===== src/rtl/cmdreg_pkg.sv =====
package cmdreg_pkg;

    localparam int LANES  = 4;
    localparam int LANE_W = 8;
    localparam int SEL_W  = LANE_W - 1;
    localparam int WORD_W = LANES * LANE_W;

    typedef logic [WORD_W-1:0] word_t;
    typedef logic [SEL_W-1:0]  lane_bits_t;

    // One command byte: level in the top bit, bit mask below it
    typedef struct packed {
        logic       level;
        lane_bits_t mask;
    } cmd_byte_t;

    // Read port state
    typedef struct packed {
        logic  valid;
        word_t data;
    } rd_state_t;

endpackage


===== src/rtl/cmdreg_lane_merge.sv =====
module cmdreg_lane_merge
    import cmdreg_pkg::*;
(
    input  logic       lane_en,
    input  cmd_byte_t  cmd,
    input  lane_bits_t cur_bits,
    output lane_bits_t nxt_bits
);

    always_comb begin
        nxt_bits = cur_bits;
        if (lane_en) begin
            nxt_bits = (cur_bits & ~cmd.mask) | (cmd.mask & {SEL_W{cmd.level}});
        end
    end

endmodule


===== src/rtl/cmdreg_word_next.sv =====
module cmdreg_word_next
    import cmdreg_pkg::*;
(
    input  logic             hit,
    input  logic [LANES-1:0] strb,
    input  word_t            cmd_word,
    input  word_t            cur_word,
    output word_t            nxt_word
);

    logic [LANES-1:0] lane_en;

    for (genvar l = 0; l < LANES; l++) begin : g_lane
        cmd_byte_t  cmd_l;
        lane_bits_t nxt_l;

        assign lane_en[l] = hit & strb[l];
        assign cmd_l      = cmd_byte_t'(cmd_word[l*LANE_W +: LANE_W]);

        cmdreg_lane_merge u_merge (
            .lane_en  (lane_en[l]),
            .cmd      (cmd_l),
            .cur_bits (cur_word[l*LANE_W +: SEL_W]),
            .nxt_bits (nxt_l)
        );

        // The level position holds no state
        assign nxt_word[l*LANE_W +: LANE_W] = {1'b0, nxt_l};
    end

endmodule


===== src/rtl/cmdreg_read_port.sv =====
module cmdreg_read_port
    import cmdreg_pkg::*;
#(
    parameter int NUM_REGS = 5,
    parameter int ADDR_W   = 3
) (
    input  logic                       clk,
    input  logic                       rst_n,
    input  logic                       rd_en,
    input  logic [ADDR_W-1:0]          rd_addr,
    input  logic [NUM_REGS*WORD_W-1:0] regs_flat,
    output word_t                      rd_data,
    output logic                       rd_valid
);

    rd_state_t state_d, state_q;
    word_t     sel_word;

    always_comb begin
        sel_word = '0;
        for (int i = 0; i < NUM_REGS; i++) begin
            if (rd_addr == ADDR_W'(i)) begin
                sel_word = regs_flat[i*WORD_W +: WORD_W];
            end
        end
    end

    always_comb begin
        state_d       = state_q;
        state_d.valid = rd_en;
        if (rd_en) begin
            state_d.data = sel_word;
        end
    end

    always_ff @(posedge clk or negedge rst_n) begin
        if (!rst_n) begin
            state_q <= '0;
        end else begin
            state_q <= state_d;
        end
    end

    assign rd_data  = state_q.data;
    assign rd_valid = state_q.valid;

endmodule


===== src/rtl/cmdreg_bank.sv =====
module cmdreg_bank
    import cmdreg_pkg::*;
#(
    parameter int NUM_REGS = 5,
    parameter int ADDR_W   = (NUM_REGS > 1) ? $clog2(NUM_REGS) : 1
) (
    input  logic                       clk,
    input  logic                       rst_n,
    input  logic                       wr_en,
    input  logic [LANES-1:0]           wr_strb,
    input  logic [WORD_W-1:0]          wr_data,
    input  logic                       rd_en,
    input  logic [ADDR_W-1:0]          addr,
    output logic [WORD_W-1:0]          rd_data,
    output logic                       rd_valid,
    output logic [NUM_REGS*WORD_W-1:0] regs_out
);

    typedef struct packed {
        logic [NUM_REGS-1:0][WORD_W-1:0] regs;
    } bank_state_t;

    bank_state_t                     state_d, state_q;
    logic [NUM_REGS-1:0]             wr_hit;
    logic [NUM_REGS-1:0][WORD_W-1:0] next_words;

    for (genvar i = 0; i < NUM_REGS; i++) begin : g_reg
        assign wr_hit[i] = wr_en && (addr == ADDR_W'(i));

        cmdreg_word_next u_next (
            .hit      (wr_hit[i]),
            .strb     (wr_strb),
            .cmd_word (wr_data),
            .cur_word (state_q.regs[i]),
            .nxt_word (next_words[i])
        );
    end

    always_comb begin
        state_d = state_q;
        for (int i = 0; i < NUM_REGS; i++) begin
            state_d.regs[i] = next_words[i];
        end
    end

    always_ff @(posedge clk or negedge rst_n) begin
        if (!rst_n) begin
            state_q <= '0;
        end else begin
            state_q <= state_d;
        end
    end

    assign regs_out = state_q.regs;

    cmdreg_read_port #(
        .NUM_REGS (NUM_REGS),
        .ADDR_W   (ADDR_W)
    ) u_rd (
        .clk       (clk),
        .rst_n     (rst_n),
        .rd_en     (rd_en),
        .rd_addr   (addr),
        .regs_flat (state_q.regs),
        .rd_data   (rd_data),
        .rd_valid  (rd_valid)
    );

endmodule


===== config.mk =====
export PLATFORM = sky130hd
export DESIGN_NAME = cmdreg_bank
export DESIGN_NICKNAME = d
export VERILOG_FILES = /design/src/rtl/cmdreg_pkg.sv /design/src/rtl/cmdreg_lane_merge.sv /design/src/rtl/cmdreg_word_next.sv /design/src/rtl/cmdreg_read_port.sv /design/src/rtl/cmdreg_bank.sv
export SDC_FILE = /design/constraint.sdc
export NUM_CORES = 1
export LEC_CHECK = 0
export BUFFER_PORTS_ARGS = -buffer_cell sky130_fd_sc_hd__buf_4
export CORE_MARGIN = 1
export CORE_UTILIZATION = 57
export CTS_CLUSTER_SIZE = 40
export DETAILED_ROUTE_END_ITERATION = 10
export PLACE_DENSITY = 0.86
export SLEW_MARGIN = 20
export SYNTH_ARGS = -nofsm -noshare
export SYNTH_HDL_FRONTEND = slang
export SYNTH_SLANG_ARGS = --single-unit

===== constraint.sdc =====
create_clock -name clk -period 2.15 [get_ports clk]
set_clock_uncertainty 0.1 [all_clocks]
set_input_delay 0.43 -clock clk [delete_from_list [all_inputs] [get_ports clk]]
set_output_delay 0.43 -clock clk [all_outputs]
set_load 0.02 [all_outputs]

==> flow_summary.toml <==
[global_route]
grt_use_total_pct = 32.9
antenna_found_initial = 0
grt_pass1_vias = 6787
grt_max_degree = 46
grt_pass1_wl_um = 36900
grt_overflow = 0

[floorplanning]
initial_core_util_pct = 59.0
die_w_um = 122
die_h_um = 122
row_count = 43
pin_count = 236
die_area_mm2 = 0.0150
core_mm2 = 0.0140

[final_layout]
nets = 939
multiInputGateArea_mm2 = 0.00361
seq_area_mm2 = 0.00423
most-common-layout-cells = "buf_4, dfrtp_1, mux2_2"
drive_gt1_share_pct = 47.0
area_delta_synth_final_pct = 28.3
n_antenna_cell = 0
final_common_cell = "buf_4"
fillCellCount = 938

[detailed_routing]
post_drt_wl_per_cell_um = 22.2
drtPass1Iterations = 5
vias = 6949
drtAntennaViolNets = 0
drt-total-wl_um = 24200
drc_errors = 0
avgViaCountPerCell = 6.39
first_iter_violations = 724

[sta]
fmax_mhz = 587
fin_crit_sh_pct = 79.3
grt_setup_unrepaired = "false"
timing.final.crit_period_ns = 1.70
hold_viol_final = 0
finalSetupViolCount = 0
maxSlewHeadroom_pct = 21.6
whs_ns = 0.201
setup_tns_ns = 0
worst_pin_slew_ns = 1.17
slew_viol_final = 0

[clocking]
cts_sinks = 169
htreeDepth = 4
cts_tree = "yes"
clkLatencyLatePin_ns = 0.43
cts_buffers = 17
cts-root-buf = "clkbuf_16"
cts_buffer_depth = 2
clkSlewWorstSetupHoldPaths_ns = 0.06

[power]
total_power_mw = 10.5
p_leak_nw = 4.89
worst_ir_drop_vdd_uv = 776
powerDensity_mw_per_mm2 = 987

[synthesis]
ys_warn_count = 0
synth-seq-cells = 169
syn_area_mm2 = 0.00825
async_flop_share_pct = 100
synth_cells = 702
synth.distinct_cells = 36
dominantRegCellSynth = "dfrtp_1"
ys_seq_area_share_pct = 51.3
syn_area_per_cell_um2 = 11.8
synth_edf_count = 0

[setup_path]
critical_path.startpoint = "addr[2]"
rrSetupSlack_ns = 0.74
crit_required_ns = 2.39
arrival_ns = 1.95
crit_type = "in -> reg"
critPathLaunchType = "input pin"
crit_fanout = 20
crit_path_end_kind = "flop"

[worst_hold_path]
min_path_type = "in -> reg"
hp-start = "rd_en"

[placement]
place_congestion = 0.842
dp_hpwl_um = 15900
portBuffers = 211

[outcome]
status = "completed"

[run]
drv_cap = 0
critical path, cell delays in order:
cell and delay, ns:
buf_4 0.15, nor2_2 0.91, a32oi_1 0.22, a31oi_1 0.23
report_power, final:
| group | total, mW | switching (mW) | internal (mW) |
|---|---|---|---|
| logic | 2.93 | 1.57 | 1.36 |
| registers | 4.28 | 0.529 | 3.75 |
| clock network | 3.23 | 1.21 | 2.02 |
| total | 10.5 | 3.31 | 7.14 |
cell usage after synthesis, types with 3 or more instances:
library cell / number / area share, %
buf_6: 4 / 0.55
nand3_1: 140 / 8.5
buf_2: 22 / 1.3
mux4_2: 3 / 0.82
mux2_1: 16 / 2.2
buf_1: 4 / 0.18
dfrtp_1: 169 / 51
clkbuf_1: 26 / 1.2
o22ai_1: 24 / 1.8
nand2_1: 20 / 0.91
a31oi_1: 20 / 1.5
buf_4: 32 / 2.9
mux2_2: 150 / 20
nor2_1: 7 / 0.32
a32oi_1: 20 / 2.1
and3b_1: 5 / 0.53
a22oi_1: 3 / 0.27
nor2b_1: 4 / 0.30
inv_1: 3 / 0.14
a21oi_1: 6 / 0.36
layer usage:
| metal | global-route usage [%] | share of wire, % | up-vias |
|---|---|---|---|
| met5 | 0 | 0 | - |
| met4 | 12.9 | 2.5 | 0 |
| met3 | 8.09 | 9.2 | 56 |
| met2 | 52.4 | 47 | 426 |
| met1 | 43.3 | 41 | 3528 |
| li1 | - | - | 2939 |
worst paths after layout:
| kind | cells after the start | to |
|---|---|---|
| hold / removal | 1 | u_rd.rd_valid |
| min in group asynchronous | 2 | u_rd.rd_data[28] |
| setup reg to reg | 3 | u_rd.rd_data[17] |
| max in group asynchronous | 3 | asynchronous set/reset pin |
| hold reg to reg | 1 | flop |
| setup / recovery | 4 | u_rd.rd_data[4] |
metrics by stage:
step	area [um2]	util, %	setup slack (ns)	cells
detailed placement	9950	71.2	0.0211	1056
global route	10600	75.7	0.374	1088
finish	10600	75.7	0.445	1088
CTS	10600	75.7	0.457	1088
global placement	9950	71.2	0.0707	1056
floorplan	8340	-	0.423	725
logic make-up (layout without fill, tap and decap cells):
| logic type | Yosys count | after routing | share of synthesized area [%] |
|---|---|---|---|
| buffers and inverters | 91 | 274 | 6.29 |
| AO/OA/AOI/OAI | 84 | 84 | 7.10 |
| multiplexers | 169 | 169 | 23.5 |
| flip-flops | 169 | 169 | 51.3 |
| other | 1 | 24 | 0.0455 |
| AND/OR/NAND/NOR | 188 | 188 | 11.8 |
final cells by class:
cell class                 instances  share of cell area [%]
tap                              180                    2.13
multi-input combinational        465                    34.2
inverter                           3                   0.106
clock buffer                      23                    4.52
clock inverter                     8                    1.35
sequential                       169                    40.0
timing repair buffer             240                    17.8
what timing repair did:
action,CTS,global route
resized for setup,0,0
hold buffers,1,0
buffers inserted,0,0
endpoints found under the hold margin,41,0
setup endpoints to repair,0,0
Note: power is estimated with default switching activity, not from simulation.
